File: config.mk
export PLATFORM = sky130hd
export DESIGN_NAME = i2c_pot_slave
export DESIGN_NICKNAME = d
export VERILOG_FILES = /design/src/rtl/pot_pkg.sv /design/src/rtl/line_sync.sv /design/src/rtl/rx_shifter.sv /design/src/rtl/pot_regs.sv /design/src/rtl/i2c_pot_slave.sv
export SDC_FILE = /design/constraint.sdc
export NUM_CORES = 1
export LEC_CHECK = 0
export ABC_CLOCK_PERIOD_IN_PS = 4400
export BUFFER_PORTS_ARGS = -buffer_cell sky130_fd_sc_hd__clkbuf_2
export CAP_MARGIN = 20
export CORE_MARGIN = 2
export CORE_UTILIZATION = 63
export DETAILED_ROUTE_END_ITERATION = 10
export GPL_ROUTABILITY_DRIVEN = 0
export PLACE_DENSITY = 0.84
export SYNTH_ARGS = -nofsm -noshare
export SYNTH_HDL_FRONTEND = slang
export SYNTH_SLANG_ARGS = --single-unit
File: constraint.sdc
create_clock -name clk_i -period 4.4 [get_ports clk_i]
set_input_delay 0.22 -clock clk_i [delete_from_list [all_inputs] [get_ports clk_i]]
set_output_delay 0.22 -clock clk_i [all_outputs]
set_load 0.05 [all_outputs]
File: src/rtl/pot_pkg.sv
package pot_pkg;
    typedef enum logic [2:0] {
        ST_IDLE, ST_ADDR, ST_ADDR_ACK, ST_CMD,
        ST_CMD_ACK, ST_DATA, ST_DATA_ACK, ST_SKIP
    } bus_state_e;

    typedef enum logic [1:0] {OP_NONE, OP_WIPER, OP_NV, OP_COPY} reg_op_e;

    localparam logic [3:0] ADDR_PREFIX   = 4'b0101;
    localparam logic [7:0] CMD_SET_WIPER = 8'h11;
    localparam logic [7:0] CMD_SET_NV    = 8'h21;
    localparam logic [7:0] CMD_COPY      = 8'h51;
endpackage

File: src/rtl/line_sync.sv
module line_sync #(
    parameter int STAGES = 2
) (
    input  logic clk_i,
    input  logic rst_ni,
    input  logic line_i,
    output logic level_o,
    output logic rise_o,
    output logic fall_o
);
    logic [STAGES:0] pipe_q;

    always_ff @(posedge clk_i or negedge rst_ni) begin
        if (!rst_ni) pipe_q <= '1;
        else         pipe_q <= {pipe_q[STAGES-1:0], line_i};
    end

    assign level_o = pipe_q[STAGES-1];
    assign rise_o  = pipe_q[STAGES-1] & ~pipe_q[STAGES];
    assign fall_o  = ~pipe_q[STAGES-1] & pipe_q[STAGES];
endmodule

File: src/rtl/rx_shifter.sv
module rx_shifter #(
    parameter int BYTE_W = 8
) (
    input  logic                       clk_i,
    input  logic                       rst_ni,
    input  logic                       clear_i,
    input  logic                       sample_i,
    input  logic                       bit_i,
    output logic [BYTE_W-1:0]          byte_o,
    output logic                       full_o
);
    localparam int CNT_W = $clog2(BYTE_W + 1);

    logic [CNT_W-1:0] cnt_q;

    always_ff @(posedge clk_i or negedge rst_ni) begin
        if (!rst_ni) begin
            cnt_q  <= '0;
            byte_o <= '0;
        end else if (clear_i) begin
            cnt_q <= '0;
        end else if (sample_i && !full_o) begin
            byte_o <= {byte_o[BYTE_W-2:0], bit_i};
            cnt_q  <= cnt_q + 1'b1;
        end
    end

    assign full_o = (cnt_q == CNT_W'(BYTE_W));
endmodule

File: src/rtl/pot_regs.sv
module pot_regs
    import pot_pkg::*;
#(
    parameter int WIPER_W = 5
) (
    input  logic               clk_i,
    input  logic               rst_ni,
    input  reg_op_e            op_i,
    input  logic [WIPER_W-1:0] data_i,
    output logic [WIPER_W-1:0] wiper_o,
    output logic [WIPER_W-1:0] nv_o,
    output logic               nv_wr_o
);
    localparam logic [WIPER_W-1:0] MID_SCALE = WIPER_W'(1) << (WIPER_W - 1);

    always_ff @(posedge clk_i or negedge rst_ni) begin
        if (!rst_ni) begin
            nv_o    <= MID_SCALE;
            wiper_o <= MID_SCALE;
            nv_wr_o <= 1'b0;
        end else begin
            nv_wr_o <= 1'b0;
            unique case (op_i)
                OP_WIPER: wiper_o <= data_i;
                OP_NV: begin
                    nv_o    <= data_i;
                    nv_wr_o <= 1'b1;
                end
                OP_COPY: begin
                    nv_o    <= wiper_o;
                    nv_wr_o <= 1'b1;
                end
                OP_NONE: ;
            endcase
        end
    end
endmodule

File: src/rtl/i2c_pot_slave.sv
module i2c_pot_slave
    import pot_pkg::*;
#(
    parameter int         WIPER_W     = 5,
    parameter int         SYNC_STAGES = 2,
    parameter logic [1:0] ADDR_MID    = 2'b00
) (
    input  logic               clk_i,
    input  logic               rst_ni,
    input  logic               scl_i,
    input  logic               sda_i,
    input  logic               addr_sel_i,
    output logic               sda_oe_o,
    output logic [WIPER_W-1:0] wiper_o,
    output logic [WIPER_W-1:0] nv_o,
    output logic               nv_wr_o
);
    localparam int BYTE_W = 8;

    logic scl_lvl, scl_rise, scl_fall;
    logic sda_lvl, sda_rise, sda_fall;
    logic start_det, stop_det;

    line_sync #(.STAGES(SYNC_STAGES)) u_scl_sync (
        .clk_i(clk_i), .rst_ni(rst_ni), .line_i(scl_i),
        .level_o(scl_lvl), .rise_o(scl_rise), .fall_o(scl_fall));

    line_sync #(.STAGES(SYNC_STAGES)) u_sda_sync (
        .clk_i(clk_i), .rst_ni(rst_ni), .line_i(sda_i),
        .level_o(sda_lvl), .rise_o(sda_rise), .fall_o(sda_fall));

    // Data edges while the clock is steadily high are bus conditions.
    assign start_det = scl_lvl && !scl_rise && sda_fall;
    assign stop_det  = scl_lvl && !scl_rise && sda_rise;

    bus_state_e         state_q, state_d;
    logic               oe_q, oe_d;
    logic               nop_q, nop_d;
    logic               first_q, first_d;
    logic [BYTE_W-1:0]  cmd_q, cmd_d;
    logic               sh_clear, sh_sample, sh_full;
    logic [BYTE_W-1:0]  sh_byte;
    logic [6:0]         own_addr;
    reg_op_e            op;

    assign own_addr = {ADDR_PREFIX, ADDR_MID, addr_sel_i};

    rx_shifter #(.BYTE_W(BYTE_W)) u_shift (
        .clk_i(clk_i), .rst_ni(rst_ni), .clear_i(sh_clear),
        .sample_i(sh_sample), .bit_i(sda_lvl),
        .byte_o(sh_byte), .full_o(sh_full));

    // State register process.
    always_ff @(posedge clk_i or negedge rst_ni) begin
        if (!rst_ni) begin
            state_q <= ST_IDLE;
            oe_q    <= 1'b0;
            nop_q   <= 1'b0;
            first_q <= 1'b0;
            cmd_q   <= '0;
        end else begin
            state_q <= state_d;
            oe_q    <= oe_d;
            nop_q   <= nop_d;
            first_q <= first_d;
            cmd_q   <= cmd_d;
        end
    end

    // Next-state process.
    always_comb begin
        state_d   = state_q;
        oe_d      = oe_q;
        nop_d     = nop_q;
        first_d   = first_q;
        cmd_d     = cmd_q;
        sh_clear  = 1'b0;
        sh_sample = 1'b0;
        if (stop_det) begin
            state_d = ST_IDLE;
            oe_d    = 1'b0;
        end else if (start_det) begin
            state_d  = ST_ADDR;
            oe_d     = 1'b0;
            sh_clear = 1'b1;
        end else begin
            unique case (state_q)
                ST_IDLE, ST_SKIP: ;
                ST_ADDR: begin
                    sh_sample = scl_rise;
                    if (scl_fall && sh_full) begin
                        sh_clear = 1'b1;
                        if (sh_byte[7:1] == own_addr) begin
                            state_d = ST_ADDR_ACK;
                            oe_d    = 1'b1;
                            nop_d   = sh_byte[0];
                        end else begin
                            state_d = ST_SKIP;
                        end
                    end
                end
                ST_ADDR_ACK: if (scl_fall) begin
                    oe_d    = 1'b0;
                    state_d = nop_q ? ST_SKIP : ST_CMD;
                end
                ST_CMD: begin
                    sh_sample = scl_rise;
                    if (scl_fall && sh_full) begin
                        sh_clear = 1'b1;
                        cmd_d    = sh_byte;
                        oe_d     = 1'b1;
                        state_d  = ST_CMD_ACK;
                    end
                end
                ST_CMD_ACK: if (scl_fall) begin
                    oe_d    = 1'b0;
                    first_d = 1'b1;
                    state_d = ST_DATA;
                end
                ST_DATA: begin
                    sh_sample = scl_rise;
                    if (scl_fall && sh_full) begin
                        sh_clear = 1'b1;
                        oe_d     = 1'b1;
                        first_d  = 1'b0;
                        state_d  = ST_DATA_ACK;
                    end
                end
                ST_DATA_ACK: if (scl_fall) begin
                    oe_d    = 1'b0;
                    state_d = ST_DATA;
                end
                default: state_d = ST_IDLE;
            endcase
        end
    end

    // Output process: register operation issued on byte completion.
    always_comb begin
        op = OP_NONE;
        if (!stop_det && !start_det && scl_fall && sh_full) begin
            if (state_q == ST_CMD && sh_byte == CMD_COPY) begin
                op = OP_COPY;
            end else if (state_q == ST_DATA && first_q) begin
                if (cmd_q == CMD_SET_WIPER)   op = OP_WIPER;
                else if (cmd_q == CMD_SET_NV) op = OP_NV;
            end
        end
    end

    pot_regs #(.WIPER_W(WIPER_W)) u_regs (
        .clk_i(clk_i), .rst_ni(rst_ni), .op_i(op),
        .data_i(sh_byte[WIPER_W-1:0]),
        .wiper_o(wiper_o), .nv_o(nv_o), .nv_wr_o(nv_wr_o));

    assign sda_oe_o = oe_q;
endmodule

==> flow_summary.ini <==
[clock_tree]
htree_levels = 2
cts_inserted_buffers = 5
clock-sinks = 43
tritoncts = yes
post_cts_buffers = 0
cts.path.max_buffers = 2
worst_skew_pair.late_latency_ps = 350
cts_root_buf = sky130_fd_sc_hd__clkbuf_4
clock_transition_at_the_registers_of_the_reported_paths_ps = 110
cts_hold_repair.buffers = 2
cts.repair.resized = 0

[floorplan]
initial_core_util = 0.657
placementRows = 20
top_level_ports = 17
placeableCoreArea_mm2 = 0.00303
die_height_um = 60.2
die_w_um = 60.2
die_area_mm2 = 0.00362

[global_route]
vias_in_the_first_global_route = 1304
grt_first_pass_wirelength_mm = 6.04
grt.total_usage = 0.235
grt_start_max_net_pins = 44
grt_antenna_before_repair = 0
globalRouteOverflowTotal = 0

[sta]
setup_violations = 0
unrepaired_setup_endpoints_after_global_routing = false
min_period_over_period = 0.471
relSlewSlack = 0.626
max_slew.worst_pin.slew_ps = 553
finClkSkew_ps = 4.78
slew_violations = 0
fin_crit_period_ps = 2070
timing.fmax_mhz = 483
holdWs_ps = 206
final.setup.tns_ps = 0
timing.final.hold_violations = 0

[cells_and_area]
fillCellCount = 211
drive_above_1_share = 0.342
insertedDiodeCount = 0
area.growth.synth_to_final_pct = 11.4
finish.cell_count_without_fillers = 234
final_cell_mix = 35 x sky130_fd_sc_hd__dfrtp_1, 22 x sky130_fd_sc_hd__mux2_2, 16 x sky130_fd_sc_hd__clkbuf_2, 12 x sky130_fd_sc_hd__nor2_1, 11 x sky130_fd_sc_hd__nand2_1
layout.nets = 196
layout_commonest_cell = sky130_fd_sc_hd__dfrtp_1
finish.instance_area_mm2 = 0.00222

[place]
detailed_place_hpwl_mm = 2.43
dpl-instance-area_mm2 = 0.00209
portBuffers = 16
placed_cells = 222

[synthesis]
synth_cell_type_count = 46
netlist.top_cell.by_area = sky130_fd_sc_hd__dfrtp_1
synth_edf_count = 0
synth.cell_area_mm2 = 0.00199
synthTopCellsByArea = sky130_fd_sc_hd__dfrtp_1 44%, sky130_fd_sc_hd__mux2_2 12%, sky130_fd_sc_hd__dfstp_2 11%
synthesis.yosys.warnings = 0
syn_nets = 174
synth-main-ff-cell = sky130_fd_sc_hd__dfrtp_1
syn_inst = 167
yosysSeqAreaShare = 0.546
proportion_of_synthesized_flip_flops_having_asynchronous_set_or_reset = 1.00
ys_seq_elements = 43
synth_top_area_frac = 0.440
avgSynthCellArea_um2 = 11.9

[setup_path]
type_of_destination_of_the_critical_path = flop
critical_path_launch_point_type = flop
crit_required_ps = 4640
worstSetupPathType = reg -> reg
critPathArrivalTime_ps = 2310
critical_path_peak_fanout = 8

[routing]
routed_wirelength_mm = 3.58
dr.pass1.iters = 4
num_vias = 1336
first_iter_violations = 85
antenna_left = 0
routed_via_density = 5.71
drc = 0
post_drt_wl_per_cell_um = 15.3

[min_path]
kind_of_path_behind_the_tightest_hold_check = in -> async

[power]
total_leakage_power_nw = 1.05
ir_drop_mv = 0.251
power.density_cell_area_mw_per_mm2 = 448

[outcome]
outcome = complete, no violations

[job]
max_cap_violations = 0
state kept, by name, indices dropped and copies added (netlist names):
register           flops
nop_q                  1
u_scl_sync.pipe_q      3
u_regs.nv_wr_o         1
first_q                1
u_sda_sync.pipe_q      3
state_q                3
u_shift.byte_o         8
u_regs.wiper_o         5
sda_oe_o               1
u_shift.cnt_q          4
u_regs.nv_o            5
cmd_q                  8
report_power, final:
part / switching, W / internal (W) / total (W)
Combinational: 0.000104 / 0.000102 / 0.000206
Sequential: 0.0000931 / 0.000458 / 0.000551
Clock: 0.000116 / 0.000121 / 0.000236
Total: 0.000313 / 0.000681 / 0.000994
metrics by stage:
step / worst slack (ps) / power (W) / utilization
after floorplan: 2570 / 0.000693 / -
after global placement: 2460 / 0.000737 / 0.691
after detailed placement: 2340 / 0.000755 / 0.691
after CTS: 2330 / 0.000998 / 0.722
after global routing: 2170 / 0.00107 / 0.732
final: 2330 / 0.000994 / 0.732
critical path, cell delays in order, from the launching register on:
cell and delay, ps:
sky130_fd_sc_hd__dfrtp_1 430, sky130_fd_sc_hd__inv_1 90, sky130_fd_sc_hd__ha_1 220, sky130_fd_sc_hd__nand3b_4 120, sky130_fd_sc_hd__nor2_2 200, sky130_fd_sc_hd__nand2_2 100, sky130_fd_sc_hd__nor3b_4 420, sky130_fd_sc_hd__mux2_2 390
logic make-up after synthesis:
kind of cell | synth area share
AO/OA/AOI/OAI | 0.0730
XOR/XNOR | 0.0176
adder cells (fa/ha/maj) | 0.0126
buffers and inverters | 0.0258
flip-flops | 0.546
multiplexers | 0.135
AND/OR/NAND/NOR | 0.191
cell usage after synthesis, types with 3 or more instances:
master	count
sky130_fd_sc_hd__a31oi_1	4
sky130_fd_sc_hd__a21oi_1	6
sky130_fd_sc_hd__o21ai_0	5
sky130_fd_sc_hd__nor2_1	12
sky130_fd_sc_hd__xor2_1	3
sky130_fd_sc_hd__mux2_2	22
sky130_fd_sc_hd__and3_1	3
sky130_fd_sc_hd__dfstp_2	8
sky130_fd_sc_hd__nor2b_1	3
sky130_fd_sc_hd__nand2_1	11
sky130_fd_sc_hd__nand3_1	3
sky130_fd_sc_hd__dfrtp_1	35
sky130_fd_sc_hd__nand4_1	3
sky130_fd_sc_hd__inv_1	5
sky130_fd_sc_hd__nor3_1	3
cell type report:
cell class,count,area (um2),share of cell area
Clock buffer,7,45.0,0.0203
Clock inverter,1,30.0,0.0135
Multi-Input combinational cell,114,852,0.384
Inverter,5,18.8,0.00846
Sequential cell,43,1090,0.490
Timing Repair Buffer,20,130,0.0587
Tap cell,44,55.1,0.0248
layer usage:
layer | global-route usage | up-vias | part of all wire
li1 | - | 638 | -
met4 | 0.105 | 0 | 0.020
met5 | 0 | - | 0
met1 | 0.289 | 664 | 0.45
met2 | 0.373 | 26 | 0.50
met3 | 0.0779 | 8 | 0.034
path summary, 6_finish.rpt:
path	start	depth (start not counted)	slack, ps	endpoint
worst max-delay path	u_shift.cnt_q[1]	7	2330	cmd_q[0]
min in group clk_i	u_sda_sync.pipe_q[0]	0	360	u_sda_sync.pipe_q[1]
worst max register to register	u_shift.cnt_q[1]	7	2330	cmd_q[0]
worst min-delay path	rst_ni	2	210	sda_oe_o
worst min register to register	u_sda_sync.pipe_q[0]	0	360	u_sda_sync.pipe_q[1]
max in group asynchronous	rst_ni	3	3720	u_sda_sync.pipe_q[0]
Note: power is estimated with default switching activity, not from simulation.
